`config.mk`:
```
export PLATFORM = sky130hd
export DESIGN_NAME = twi_probe_seq
export DESIGN_NICKNAME = d
export VERILOG_FILES = /design/src/rtl/twi_probe_pkg.sv /design/src/rtl/twi_div_sel.sv /design/src/rtl/twi_addr_scan.sv /design/src/rtl/twi_probe_seq.sv
export SDC_FILE = /design/constraint.sdc
export NUM_CORES = 1
export LEC_CHECK = 0
export BUFFER_PORTS_ARGS = -buffer_cell sky130_fd_sc_hd__buf_2
export CAP_MARGIN = 5
export CORE_ASPECT_RATIO = 1.1
export CORE_MARGIN = 4
export CORE_UTILIZATION = 45
export DETAILED_ROUTE_END_ITERATION = 12
export PLACE_DENSITY = 0.69
export RECOVER_POWER = 100
export SYNTH_ARGS = -nofsm -noshare
export SYNTH_HDL_FRONTEND = slang
export SYNTH_SLANG_ARGS = --single-unit
export TNS_END_PERCENT = 1
```
`constraint.sdc`:
```
create_clock -name clk -period 1.4 [get_ports clk]
set_input_delay 0.28 -clock clk [delete_from_list [all_inputs] [get_ports clk]]
set_output_delay 0.28 -clock clk [all_outputs]
set_load 0.03 [all_outputs]
```
`src/rtl/twi_probe_pkg.sv`:
```
package twi_probe_pkg;

   typedef enum logic [1:0] {
      OP_START   = 2'd0,
      OP_RESTART = 2'd1,
      OP_STOP    = 2'd2,
      OP_XFER    = 2'd3
   } twi_op_e;

   typedef enum logic [3:0] {
      S_FREE,
      S_START,
      S_PROBE,
      S_RESCAN,
      S_PTR,
      S_RESTART_RD,
      S_RDADDR,
      S_XFER,
      S_STOP_RETRY,
      S_STOP_JMP,
      S_STOP_RET,
      S_OFF,
      S_PARK
   } seq_state_e;

   localparam logic [7:0] DUMMY_BYTE = 8'hFF;

endpackage

```
`src/rtl/twi_div_sel.sv`:
```
module twi_div_sel #(
   parameter int DIV_W    = 8,
   parameter int DIV_FAST = 16,
   parameter int DIV_SLOW = 160
) (
   input  logic             clk,
   input  logic             rst,
   input  logic             cfg_slow,
   output logic [DIV_W-1:0] clk_div
);

   if (DIV_FAST >= (1 << DIV_W) || DIV_SLOW >= (1 << DIV_W)) begin : g_bad_w
      $error("divisor does not fit in DIV_W");
   end

   if (DIV_FAST == DIV_SLOW) begin : g_fixed
      assign clk_div = DIV_W'(DIV_FAST);
   end else begin : g_sel
      logic sel_q;

      always_ff @(posedge clk) begin
         if (rst) sel_q <= cfg_slow;
      end

      assign clk_div = sel_q ? DIV_W'(DIV_SLOW) : DIV_W'(DIV_FAST);

      assert_div_hold_R10: assert property (@(posedge clk) disable iff (rst)
         !rst |=> $stable(clk_div));
   end

endmodule

```
`src/rtl/twi_addr_scan.sv`:
```
module twi_addr_scan #(
   parameter logic [6:0] DEV_BASE = 7'h50,
   parameter int         SCAN_N   = 8
) (
   input  logic       clk,
   input  logic       rst,
   input  logic       clr,
   input  logic       step,
   output logic [6:0] addr
);

   localparam int IDX_W = (SCAN_N > 1) ? $clog2(SCAN_N) : 1;
   localparam logic [IDX_W-1:0] LAST = IDX_W'(SCAN_N - 1);

   if (SCAN_N < 1 || int'(DEV_BASE) + SCAN_N > 128) begin : g_bad_n
      $error("scan window leaves the 7-bit address space");
   end

   logic [IDX_W-1:0] idx_q;

   if ((1 << IDX_W) == SCAN_N) begin : g_pow2
      always_ff @(posedge clk) begin
         if (rst || clr) idx_q <= '0;
         else if (step)  idx_q <= idx_q + 1'b1;
      end
   end else begin : g_cmp
      always_ff @(posedge clk) begin
         if (rst || clr) idx_q <= '0;
         else if (step)  idx_q <= (idx_q == LAST) ? '0 : idx_q + 1'b1;
      end
   end

   assign addr = DEV_BASE + 7'(idx_q);

   assert_scan_wrap_R3: assert property (@(posedge clk) disable iff (rst)
      (step && !clr && idx_q == LAST) |=> addr == DEV_BASE);

   assert_scan_clear_R5: assert property (@(posedge clk) disable iff (rst)
      clr |=> addr == DEV_BASE);

endmodule

```
`src/rtl/twi_probe_seq.sv`:
```
module twi_probe_seq
   import twi_probe_pkg::*;
#(
   parameter logic [6:0] DEV_BASE  = 7'h50,
   parameter int         SCAN_N    = 8,
   parameter int         PTR_BYTES = 2,
   parameter int         DIV_W     = 8,
   parameter int         DIV_FAST  = 16,
   parameter int         DIV_SLOW  = 160
) (
   input  logic             clk,
   input  logic             rst,
   input  logic             cfg_slow,
   input  logic             bus_busy,
   input  logic             cmd_done,
   input  logic             cmd_ack,
   input  logic [7:0]       cmd_rdata,
   input  logic             jump_req,
   input  logic             ret_req,
   output logic             cmd_req,
   output logic [1:0]       cmd_op,
   output logic [7:0]       cmd_wdata,
   output logic             eng_en,
   output logic [DIV_W-1:0] clk_div,
   output logic             byte_valid,
   output logic [7:0]       byte_data
);

   localparam int PTR_W = $clog2(PTR_BYTES) + 1;
   localparam logic [PTR_W-1:0] PTR_LAST = PTR_W'(PTR_BYTES - 1);

   if (PTR_BYTES < 1) begin : g_bad_ptr
      $error("PTR_BYTES must be at least 1");
   end

   seq_state_e       st_q;
   logic [PTR_W-1:0] ptr_cnt;
   logic [7:0]       tx_q;
   logic             jmp_pend, ret_pend;
   logic             scan_step, scan_clr;
   logic [6:0]       dev_addr;
   twi_op_e          op_e;

   twi_div_sel #(.DIV_W(DIV_W), .DIV_FAST(DIV_FAST), .DIV_SLOW(DIV_SLOW)) i_div (
      .clk(clk), .rst(rst), .cfg_slow(cfg_slow), .clk_div(clk_div));

   twi_addr_scan #(.DEV_BASE(DEV_BASE), .SCAN_N(SCAN_N)) i_scan (
      .clk(clk), .rst(rst), .clr(scan_clr), .step(scan_step), .addr(dev_addr));

   assign scan_step = (st_q == S_PROBE) && cmd_done && !cmd_ack;
   assign scan_clr  = (st_q == S_STOP_RETRY) && cmd_done;
   assign eng_en    = (st_q != S_OFF);
   assign cmd_op    = op_e;

   always_comb begin
      cmd_req   = 1'b1;
      op_e      = OP_XFER;
      cmd_wdata = 8'h00;
      unique case (st_q)
         S_START:      op_e = OP_START;
         S_PROBE:      cmd_wdata = {dev_addr, 1'b0};
         S_RESCAN:     op_e = OP_RESTART;
         S_PTR:        cmd_wdata = 8'h00;
         S_RESTART_RD: op_e = OP_RESTART;
         S_RDADDR:     cmd_wdata = {dev_addr, 1'b1};
         S_XFER:       cmd_wdata = tx_q;
         S_STOP_RETRY, S_STOP_JMP, S_STOP_RET: op_e = OP_STOP;
         default: begin
            cmd_req = 1'b0;
            op_e    = OP_STOP;
         end
      endcase
   end

   always_ff @(posedge clk) begin
      if (rst) begin
         st_q       <= S_FREE;
         ptr_cnt    <= '0;
         tx_q       <= DUMMY_BYTE;
         jmp_pend   <= 1'b0;
         ret_pend   <= 1'b0;
         byte_valid <= 1'b0;
         byte_data  <= 8'h00;
      end else begin
         byte_valid <= 1'b0;
         if (st_q == S_XFER) begin
            if (jump_req) jmp_pend <= 1'b1;
            if (ret_req)  ret_pend <= 1'b1;
         end
         unique case (st_q)
            S_FREE:   if (!bus_busy) st_q <= S_START;
            S_START:  if (cmd_done) st_q <= S_PROBE;
            S_PROBE:
               if (cmd_done) begin
                  if (cmd_ack) begin
                     st_q    <= S_PTR;
                     ptr_cnt <= '0;
                  end else begin
                     st_q <= S_RESCAN;
                  end
               end
            S_RESCAN: if (cmd_done) st_q <= S_PROBE;
            S_PTR:
               if (cmd_done) begin
                  if (!cmd_ack)                st_q <= S_STOP_RETRY;
                  else if (ptr_cnt == PTR_LAST) st_q <= S_RESTART_RD;
                  else                          ptr_cnt <= ptr_cnt + 1'b1;
               end
            S_RESTART_RD: if (cmd_done) st_q <= S_RDADDR;
            S_RDADDR:
               if (cmd_done) begin
                  if (cmd_ack) begin
                     st_q <= S_XFER;
                     tx_q <= DUMMY_BYTE;
                  end else begin
                     st_q <= S_STOP_RETRY;
                  end
               end
            S_XFER:
               if (cmd_done) begin
                  byte_valid <= 1'b1;
                  byte_data  <= cmd_rdata;
                  tx_q       <= cmd_rdata;
                  if (jmp_pend || jump_req)     st_q <= S_STOP_JMP;
                  else if (ret_pend || ret_req) st_q <= S_STOP_RET;
               end
            S_STOP_RETRY: if (cmd_done) st_q <= S_FREE;
            S_STOP_JMP:   if (cmd_done) st_q <= S_OFF;
            S_STOP_RET:   if (cmd_done) st_q <= S_PARK;
            default: ;
         endcase
      end
   end

   assert_req_hold_R11: assert property (@(posedge clk) disable iff (rst)
      (cmd_req && !cmd_done) |=> cmd_req && $stable(cmd_op) && $stable(cmd_wdata));

   assert_start_free_R1: assert property (@(posedge clk) disable iff (rst)
      ($rose(cmd_req) && cmd_op == OP_START) |-> $past(!bus_busy));

   assert_byte_after_done_R7: assert property (@(posedge clk) disable iff (rst)
      byte_valid |-> $past(cmd_done) && $past(cmd_op) == OP_XFER);

   assert_off_after_stop_R8: assert property (@(posedge clk) disable iff (rst)
      $fell(eng_en) |-> $past(cmd_done) && $past(cmd_op) == OP_STOP);

   assert_off_quiet_R8: assert property (@(posedge clk) disable iff (rst)
      !eng_en |-> !cmd_req);

endmodule

```
### Yosys cells after proc, flatten, opt, wreduce, memory -nomap -nowiden

Cells that the tools add are included.
Widths: inputs -> output; s select.

| cells by class | value |
|---|---|
| add/sub/neg operators | 3 |
| eq/ne operators | 28 |
| muxes and demuxes | 32 |
| bitwise operators | 1 |
| reduce and logical (&&, ||, !) cells | 22 |

Operators with widths:

| operator | count |
|---|---|
| $mux 4 | 15 |
| $pmux 4 s10 | 1 |
| $mux 8 | 4 |
| $ne 2x2->1 const B | 13 |
| $pmux 8 s3 | 1 |
| $eq 4x3->1 const B | 4 |
| $pmux 8 s2 | 1 |
| $reduce_and 13->1 | 1 |
| $eq 4x4->1 const B | 3 |
| $mux 2 | 5 |
| $reduce_bool 10->1 | 1 |
| $reduce_or 10->1 | 1 |
| $eq 4x2->1 const B | 2 |
| $add 7x3->7 const A | 1 |
| $pmux 2 s3 | 1 |
| $reduce_and 2->1 | 3 |
| $reduce_and 6->1 | 1 |
| $reduce_or 2->1 | 3 |
| $eq 4x1->1 const B | 1 |
| $logic_not 4->1 | 1 |
| $ne 4x4->1 const B | 1 |
| $pmux 2 s2 | 1 |
| $reduce_and 4->1 | 1 |
| $reduce_bool 2->1 | 2 |
| 13 further kinds | 18 |

| word-level totals | value |
|---|---|
| register bits | 29 |
| word-level logic and storage cells | 95 |

### Longest topological paths before layout

Gate-level depths: netlist of the first run.

| logic depth | value |
|---|---|
| depth in word-level cells | 5 |
| gate-level depth with buffers | 6 |
| depth with buffers taken out | 6 |

### Modules after synthesis

Synthesis of the first run repeated with hierarchy kept, for this count alone.

| unflattened totals | value |
|---|---|
| cell total of the unflattened synthesis | 192 |
| area, all modules | 1660.3 µm² |

By module, submodules not included:

| module | times used | cells each | area each (µm²) | sequential area each (µm²) |
|---|---|---|---|---|
| twi_probe_seq | 1 | 165 | 1401.3 | 500.5 |
| twi_addr_scan | 1 | 17 | 168.9 | 60.1 |
| twi_div_sel | 1 | 10 | 90.1 | 30.0 |

### Least setup slack after synthesis of the first run

OpenSTA, ideal clock, no wires.

| path | value |
|---|---|
| path kind | reg2reg |
| from | register st_q[1] |
| to | register st_q[0] |
| data arrival time | 1.683 ns |
| setup slack | -0.401 ns |
| stages on the path, launching flop included | 7 |
| period minus slack after synthesis | 1.801 ns |
| cells stage by stage | dfxtp_1 -> buf_6 -> buf_2 -> a21oi_1 -> a2bb2oi_1 -> nand3_1 -> o221a_1 |

| on the way | value |
|---|---|
| cells in the longest elaborated chain, start to end | 4 |
| elaborated cells on any way between the ends | 27 |
| classes of those cells | 22 x eq/ne; 1 x mux; 4 x reduce/logical |

Ends and longest elaborated chain:

| item | RTL line | RTL |
|---|---|---|
| start, declared | twi_probe_seq.sv:36 | `seq_state_e st_q;` |
| start signal, assigned | twi_probe_seq.sv:77 | `st_q <= S_FREE;` |
| start signal, assigned | twi_probe_seq.sv:91 | `S_FREE: if (!bus_busy) st_q <= S_START;` |
| start signal, assigned | twi_probe_seq.sv:92 | `S_START: if (cmd_done) st_q <= S_PROBE;` |
| $eq 4x2->1 or $eq 4x1->1 (tied branches) | twi_probe_seq.sv:90 | `unique case (st_q)` |
| $reduce_or 2->1 (no line) | - |  |
| $reduce_bool 10->1 (no line) or $ne 2x1->1 (tied branches) | - |  |
| $reduce_and 13->1 (no line) | - |  |

Several ways; a longest one is shown, not always the timed one.
A chain may end at the register's enable or synchronous reset.

### Worst setup path after layout of the first run

| path | value |
|---|---|
| from | register st_q[1] |
| to | output port cmd_wdata[0] |

| on the way | value |
|---|---|
| cells in the longest elaborated chain, start to end | 2 |
| elaborated cells on any way between the ends | 4 |
| classes of those cells | 3 x eq/ne; 1 x mux |

Ends and longest elaborated chain:

| item | RTL line | RTL |
|---|---|---|
| $eq 4x3->1 or $eq 4x2->1 (tied branches) | twi_probe_seq.sv:59 | `unique case (st_q)` |
| $pmux 8 s3 * | twi_probe_seq.sv:59 |  |
| end, declared | twi_probe_seq.sv:22 | `output logic [7:0] cmd_wdata,` |

Mark *: on every way between the ends. The rest lies on a longest branch, timed or not.

==> impl_results.md, run 1 <==
* Final Cycle Share at 118%
* GRT overflow at 0
* DRC at 0
* Critical path buffer and inverter count at 3
* Worst-Margin Slew at 769 ps
* Post-synth cell types at 45
* Placed Cells at 303
* Worst slew margin at 48.7%
* Layout cells sized above 1 at 42.9%
* Vias in the first global route at 1656
* Power share of the combinational group at 23.1%
* Core area at 3390 um2
* Final nets at 285
* Hold WS at 111 ps
* Failing checks: setup timing
* Sw Share at 29.4%
* Slowest-stage cell, CP: dfxtp_2
* Int Power at 1.53 mW
* DR WL/cell at 14.6 um
* Worst-path fanout max at 6
* Sw Pwr at 636 uW
* MaxCap Viol Count at 0
* PD cells at 912 nW/um2
* Mapped Area at 1590 um2
* Crit path cell chain: buf_4, nand3b_1, buf_4, a21oi_4, buf_6
* Clock Sinks at 29
* Initial antenna violation count at 0
* # IOs at 45
* EDFF count, synth at 1
* Period minus WS final at 1660 ps
* CTS clk-pin slew, worst paths at 100 ps
* Crit path top cell by count: buf_4
* DRT antenna net count at 0
* TritonCTS clock tree: done
* Critical path type: flip-flop to output pin
* Global placement routability congestion at 0.857
* Tot GR Track Use at 20.9%
* Routed wire length at 4.63 mm
* Seq pwr share at 39.3%
* Startpoint Class: flip-flop
* Starting Density at 47.0%
* Pre-CTS WS at -81.3 ps
* Global-route wire length before repair at 7.41 mm
* Top cells by area, synth: dfxtp_1 (35%), a21oi_1 (7.2%), nand3_1 (4.7%)
* Starting DRT DRC Count at 111
* Row count at 22
* CP required at 1120 ps
* Leading cell types in the layout, fill and taps excluded: buf_4 (28), dfxtp_1 (25), nor2_1 (18), buf_6 (18)
* Crit path capture type: output pin
* Register area share after synthesis at 37.1%
* Post-synth top area share at 35.2%
* Final hold violation count at 0
* Clock skew at 2.88 ps
* Clk root buf: clkbuf_4
* Area of the die at 4560 um2
* Num CTS Buffers at 5
* Die Wd at 64.7 um
* Synth area leader: dfxtp_1
* Pins Over Slew Limit at 0
* Via count at 1690
* Largest net degree at the start of global routing at 20
* Asr flop ratio synth at 0%
* Peak supply drop at 0.638 mV
* Yosys reg bits at 29
* Status: complete, but fails checks
* Yosys Warn Count at 0
* CP peak stage delay at 370 ps
* Clock Tree Buf Depth at 2
* IO Port Bufs at 39
* RSZ-0062 raised after global routing: yes
* Clock power share at 37.7%
* Area growth, synth to finish at 48.8%
* Setup ws final at -258 ps
* Hold crit path type: input pin to flip-flop
* Most common cell after layout, fill and taps aside: buf_4
* Final cell count without fillers at 316
* Top delay family on crit path: buffers and inverters
* Syn_area_per_cell at 7.85 um2
* Number of H-tree levels at 2
* Ant. Diodes at 0
* Initial DRT Pass Iterations at 4
* Final instance area at 2370 um2
* FMAX at 0.603 GHz
* Die height at 70.4 um
* Detailed Place HPWL at 3.09 mm
* Syn Inst Count at 203
* Predominant post-synthesis flop cell: dfxtp_1
* Cell area after placement at 2030 um2
* WP data arrival at 1380 ps
* Leakage Power at 0.909 nW
* Post-DR vias/cell at 5.35
* Final setup fails at 17
* Worst-Skew Late Latency at 340 ps
==> what timing repair did <==
| item | 4_1_cts | 5_1_grt |
|---|---|---|
| setup buffers | 4 | 0 |
| hold buffers | 0 | 0 |
| pin swaps | 9 | 2 |
| gates resized for setup | 57 | 18 |
| setup endpoints to repair | 27 | 30 |
| cloned | 1 | 0 |
==> power groups by stage <==
stage               Clock [mW]  Sequential, mW  Combinational, mW
floorplan                    0           0.865              0.308
global placement             0           0.866              0.421
detailed placement           0           0.867              0.422
CTS                      0.824           0.849              0.484
global route             0.856           0.851              0.533
finish                   0.814           0.849              0.499
==> Yosys cell counts (2+ instances only) <==
library cell	instances
buf_2	7
nor2_1	20
inv_1	7
nand2b_1	5
nor3b_1	3
o21ai_0	14
buf_6	2
nor3_1	2
nand3b_1	2
nand3_1	15
nor4_1	8
nand4_1	2
clkbuf_1	5
dfxtp_1	28
nand2_1	17
xor2_1	2
or3_1	2
and2_1	2
o32ai_1	3
ha_1	2
a21oi_1	23
buf_4	9
==> path summary, 6_finish.rpt <==
check                    start                end  slack [ps]  depth (start not counted)
setup / recovery       st_q[1]       cmd_wdata[0]        -260                          5
hold / removal        cfg_slow  i_div.g_sel.sel_q         110                          1
hold reg to reg   byte_data[4]       byte_data[4]         460                          2
setup reg to reg       st_q[3]            st_q[0]        -110                          5
==> cell type report <==
cell class,count,area (um2)
Multi-Input combinational cell,147,1010
Clock buffer,6,62.6
Clock inverter,2,35.0
Tap cell,48,60.1
Timing Repair Buffer,77,569
Sequential cell,29,597
Fill cell,295,1020
Inverter,7,33.8
==> cells by family (layout without fill, tap and decap cells) <==
logic type                 Yosys count  after routing  share of synthesized area, %
xor gates and xnor gates             2              2                          1.10
other                                1              5                         0.235
buffers and inverters               31             92                          10.9
DFF                                 29             29                          37.1
AOI/OAI and AO/OA                   55             55                          22.1
adders and majority gates            2              2                          1.57
and+or+nand+nor                     83             83                          27.0
==> sequential cells by signal, indices dropped and copies added (netlist names) <==
register and flops:
byte_data 8, tx_q 8, st_q 4, i_scan.idx_q 3, ptr_cnt 2, byte_valid 1, i_div.g_sel.sel_q 1, jmp_pend 1
ret_pend 1
==> metal layers <==
metal | vias up | wire length (um) | track usage (%)
met1 | 792 | 1870 | 23.3
met5 | - | 0 | 0
met4 | 0 | 153 | 12.9
li1 | 840 | - | -
met3 | 14 | 212 | 4.66
met2 | 44 | 2390 | 35.3
==> worst reg2reg max path, delay by kind of cell (launching register included) <==
family | cells | cell delay, ps
flip-flops | 1 | 350
AND/OR/NAND/NOR | 1 | 380
AO/OA/AOI/OAI | 3 | 620
buffers and inverters | 1 | 130
==> through the flow <==
step | TNS [ps] | power (mW) | util (%)
after floorplan | -1220 | 1.17 | -
after global placement | -635 | 1.29 | 59.9
after detailed placement | -801 | 1.29 | 59.9
after CTS | -2860 | 2.16 | 68.7
after global routing | -4270 | 2.24 | 70.0
final | -2970 | 2.16 | 70.0
Note: power is estimated with default switching activity, not from simulation.
==> run 2: changes to the inputs <==
Settings changed: CTS_BUF_LIST set to sky130_fd_sc_hd__clkbuf_8.
==> run 2 against run 1 <==
Effect of this change:
- the run still ends with setup timing left
- sequential power about the same
- clock power is 29% higher
- cell count is 0.95% higher
- maximum frequency is 5.1% higher
- critical path depth down 1
- final area grew 4.5%
- count of clock-buffer cells in the layout fell by 1
- power up 12%
- via count rose by 1.8%
- clock skew up 2.7 ps
- register-to-register slack lost 40 ps
- global-route usage rose by 0.066 points
- critical path type unchanged
- critical endpoint is now cmd_wdata[6]
- largest power group is now the clock network
==> impl_results.md, run 2 (same netlist as run 1, synthesis figures left out) <==
* Leakage Power at 0.967 nW
* Clk root buf: clkbuf_8
* Worst R2R Start: st_q[3]
* Die height at 70.4 um
* # IOs at 45
* Initial DRT Pass Iterations at 4
* Placed Cells at 303
* Total Power at 2.42 mW
* Cell area after placement at 2030 um2
* DRT antenna net count at 0
* Final hold violation count at 0
* Min-Delay Path Depth at 1
* Initial antenna violation count at 0
* CP peak stage delay at 360 ps
* Ant. Diodes at 0
* Post-DR vias/cell at 5.39
* Clock skew at 5.60 ps
* Reg-to-reg endpoint: st_q[0]
* Detailed Place HPWL at 3.09 mm
* Worst-Skew Late Latency at 280 ps
* CTS clk-pin slew, worst paths at 60 ps
* R2r setup slk at -150 ps
* Area growth, synth to finish at 55.5%
* Final nets at 288
* Largest net degree at the start of global routing at 20
* Int Power at 1.77 mW
* Pins Over Slew Limit at 0
* Core area at 3390 um2
* Clock power share at 43.4%
* Hold Path End: i_div.g_sel.sel_q
* FMAX at 0.634 GHz
* Critical path type: flip-flop to output pin
* Final-layout fill cell count at 273
* Global placement routability congestion at 0.857
* Setup ws final at -178 ps
* Final cell count without fillers at 319
* DRC at 0
* Final Cycle Share at 113%
* Routed wire length at 4.65 mm
* Power share of the combinational group at 21.4%
* Crit path cell chain: and4b_2, buf_12, and2_4, buf_6
* Area of the die at 4560 um2
* Pre-CTS WS at -81.3 ps
* Most common cell after layout, fill and taps aside: buf_4
* GRT overflow at 0
* Status: complete, but fails checks
* DR WL/cell at 14.6 um
* RSZ-0062 raised after global routing: yes
* MaxCap Viol Count at 0
* Hold Path Origin: cfg_slow
* Startpoint Class: flip-flop
* Die Wd at 64.7 um
* Clock Tree Buf Depth at 2
* Tot GR Track Use at 21.0%
* Failing checks: setup timing
* Row count at 22
* Vias in the first global route at 1635
* Leading cell types in the layout, fill and taps excluded: buf_4 (32), dfxtp_1 (23), buf_2 (20)
* Final setup fails at 16
* Slowest-stage cell, CP: dfxtp_4
* Peak supply drop at 0.700 mV
* Clock Sinks at 29
* Number of H-tree levels at 2
* Period minus WS final at 1580 ps
* Num CTS Buffers at 5
* Sw Pwr at 654 uW
* Hold WS at 173 ps
* Worst reg2reg path depth at 6
* TritonCTS clock tree: done
* WP data arrival at 1300 ps
* PD cells at 978 nW/um2
* Sw Share at 27.0%
* Final instance area at 2480 um2
* Starting Density at 47.0%
* IO Port Bufs at 39
* Starting DRT DRC Count at 102
* Via count at 1721
* Largest regs: byte_data (8), tx_q (8), st_q (4)
* CP required at 1120 ps
* Hold crit path type: input pin to flip-flop
* Global-route wire length before repair at 7.49 mm
* Layout cells sized above 1 at 46.1%
* Seq pwr share at 35.1%
* Worst-path fanout max at 5
* Crit path capture type: output pin
[run 2: cell types whose count changed in the layout (fill, tap and decap cells not counted), sizes merged]
cell / delta
buf: +9
clkbuf: -7
bufinv: +1
[run 2: worst max path at each step]
stage,from,to
2_1_floorplan,st_q[1],st_q[0]
3_3_place_gp,st_q[3],st_q[0]
3_5_place_dp,st_q[1],st_q[0]
4_1_cts,st_q[2],cmd_wdata[6]
5_1_grt,st_q[3],st_q[2]
6_report,st_q[3],cmd_wdata[6]
[run 2: routing by layer]
metal	up-vias	part of all wire, %	wire length (um)	GRT usage [%]
met3	10	4.8	225	6.59
met2	44	52	2400	35.8
li1	843	-	-	-
met1	824	42	1940	23.8
met4	0	1.7	81	8.45
met5	-	0	0	0
[run 2: power groups by stage]
stage	logic [mW]	registers [mW]	clock network [mW]
6_report	0.519	0.850	1.05
5_1_grt	0.553	0.852	1.10
4_1_cts	0.485	0.850	1.06
3_5_place_dp	0.422	0.867	0
3_3_place_gp	0.421	0.866	0
2_1_floorplan	0.308	0.865	0
[run 2: repair_timing]
action | 4_1_cts | 5_1_grt
endpoints found under the setup margin | 31 | 32
gates cloned | 1 | 0
hold buffers | 0 | 0
pin swaps | 9 | 8
setup buffers | 4 | 3
resized for setup | 58 | 20
[run 2: final cells by class]
class / instances / area, um2 / area share (%)
tap: 48 / 60.1 / 2.43
clock buffer: 5 / 68.8 / 2.78
timing repair buffer: 80 / 613 / 24.8
multi-input combinational: 147 / 1030 / 41.7
sequential: 29 / 602 / 24.3
inverter: 7 / 33.8 / 1.36
clock inverter: 3 / 65.1 / 2.63
[run 2: through the flow]
step | util, % | setup TNS, ps
floorplan | - | -1220
global placement | 59.9 | -635
detailed placement | 59.9 | -801
CTS | 69.9 | -1990
global route | 73.1 | -3290
finish | 73.1 | -2300
[run 2: critical path: cells and delay by family, from the launching register on]
kind | cells | cell delay [ps]
buf+inv | 2 | 230
flops | 1 | 360
simple gates | 2 | 430
==> run 3: changes to the inputs <==
Settings changed: BUFFER_PORTS_ARGS -buffer_cell sky130_fd_sc_hd__buf_2 to -buffer_cell sky130_fd_sc_hd__buf_4.
==> run 3 against run 2 <==
Effect of this change:
- the run still ends with setup timing left
- wire length increased by 3.3%
- non-clock buffer count increased by 12
- via count increased by 3.7%
- setup slack got worse by 34 ps
- sequential power about the same
- cell count increased by 3.8%
- combinational power increased by 11%
- largest power group is now registers
==> impl_results.md, run 3 (same netlist as run 1, synthesis figures left out) <==
* Status: complete, but fails checks
* Failing checks: setup timing
* Worst-Skew Late Latency at 280 ps
* Leakage Power at 1.00 nW
* Largest regs: byte_data (8), tx_q (8), st_q (4)
* Number of H-tree levels at 2
* Peak supply drop at 0.513 mV
* # IOs at 45
* Int Power at 1.45 mW
* CP required at 1610 ps
* PD cells at 823 nW/um2
* Worst reg2reg path depth at 6
* CTS clk-pin slew, worst paths at 60 ps
* FMAX at 0.621 GHz
* Sw Pwr at 645 uW
* Clock skew at 6.82 ps
* Num CTS Buffers at 5
* Starting DRT DRC Count at 137
* Die Wd at 64.7 um
* Starting Density at 47.0%
* Final nets at 300
* Post-DR vias/cell at 5.39
* Tot GR Track Use at 19.3%
* IO Port Bufs at 39
* Area growth, synth to finish at 59.7%
* Detailed Place HPWL at 3.14 mm
* Largest net degree at the start of global routing at 18
* Ant. Diodes at 0
* Power share of the combinational group at 27.6%
* Worst-path fanout max at 4
* GRT overflow at 0
* DR WL/cell at 14.5 um
* Crit path capture type: flip-flop
* Clk root buf: clkbuf_8
* Global-route wire length before repair at 7.13 mm
* Startpoint Class: flip-flop
* Setup ws final at -211 ps
* Sw Share at 30.8%
* Placed Cells at 307
* Initial DRT Pass Iterations at 4
* MaxCap Viol Count at 0
* Total Power at 2.09 mW
* Core area at 3390 um2
* Clock Sinks at 29
* Final Cycle Share at 115%
* Period minus WS final at 1610 ps
* Worst Setup SP: st_q[1]
* Clock power share at 31.7%
* Final-layout fill cell count at 268
* Clock Tree Buf Depth at 2
* RSZ-0062 raised after global routing: yes
* Seq pwr share at 40.7%
* Area of the die at 4560 um2
* Pins Over Slew Limit at 0
* Final hold violation count at 0
* Worst R2R Start: st_q[1]
* TritonCTS clock tree: done
* Routed wire length at 4.80 mm
* Global placement routability congestion at 0.884
* Critical path type: flip-flop to flip-flop
* Most common cell after layout, fill and taps aside: buf_4
* Initial antenna violation count at 0
* Hold crit path type: input pin to flip-flop
* CP Capture Point: st_q[0]
* Vias in the first global route at 1619
* DRC at 0
* Die height at 70.4 um
* R2r setup slk at -210 ps
* Utilization after layout at 75.1%
* WP data arrival at 1830 ps
* Reg-to-reg endpoint: st_q[0]
* Final cell count without fillers at 331
* Row count at 22
* Final setup fails at 20
* DRT antenna net count at 0
* Via count at 1784
* Layout cells sized above 1 at 46.3%
* Leading cell types in the layout, fill and taps excluded: buf_4 (56), dfxtp_1 (24), buf_6 (22)
-- run 3: cell count changes in the layout (fill, tap and decap cells not counted), sizes merged --
cell,delta
clkinvlp,+1
buf,+7
bufinv,-2
clkinv,+1
clkbuf,+5
-- run 3: how the worst min path moves through the flow --
stage / startpoint / end / slack (ps) / cells past startpoint
floorplan: cfg_slow / i_div.g_sel.sel_q / 380 / 0
global placement: byte_data[3] / byte_data[3] / 440 / 2
detailed placement: byte_data[5] / byte_data[5] / 450 / 2
CTS: cfg_slow / i_div.g_sel.sel_q / 170 / 1
global route: cfg_slow / i_div.g_sel.sel_q / 190 / 1
finish: cfg_slow / i_div.g_sel.sel_q / 200 / 1
-- run 3: per-stage QoR --
stage	setup slack (ps)	TNS [ps]	hold slack, ps	cell area, um2
2_1_floorplan	-145	-1220	379	1660
3_3_place_gp	-107	-504	445	2150
3_5_place_dp	-132	-602	449	2150
4_1_cts	-198	-2460	167	2420
5_1_grt	-259	-4820	187	2540
6_report	-211	-3210	202	2540
-- run 3: final cells by class --
type	instances	area, um2	area share [%]
Clock inverter	3	17.5	0.689
Multi-Input combinational cell	147	1020	40.1
Timing Repair Buffer	92	744	29.3
Clock buffer	5	68.8	2.71
Tap cell	48	60.1	2.36
Inverter	7	28.8	1.13
Sequential cell	29	603	23.7
-- run 3: power groups by stage --
stage | clock [mW] | combinational (mW) | sequential [mW]
floorplan | 0 | 0.308 | 0.865
global placement | 0 | 0.451 | 0.873
detailed placement | 0 | 0.450 | 0.873
CTS | 0.681 | 0.528 | 0.853
global route | 0.720 | 0.608 | 0.853
finish | 0.665 | 0.578 | 0.852
-- run 3: repair_timing --
action,CTS,global route
setup buffers,8,8
setup endpoints to repair,23,29
pin swaps,10,12
resized for setup,39,25
hold buffers,0,0
-- run 3: routing by layer --
layer  share of wire (%)  routed length (um)  vias up  GRT usage [%]
li1                    -                   -      866              -
met1                  41                1970      843           23.1
met2                  51                2460       58           33.5
met3                 5.3                 253       17           5.14
met4                 2.5                 121        0           4.93
met5                   0                   0        -              0
-- run 3: worst max-delay path, stage by stage (launching register included) --
cell,delay [ps]
dfxtp_4,350
buf_6,120
buf_6,120
or3_4,330
a221oi_2,210
o21a_2,230
o221a_1,190
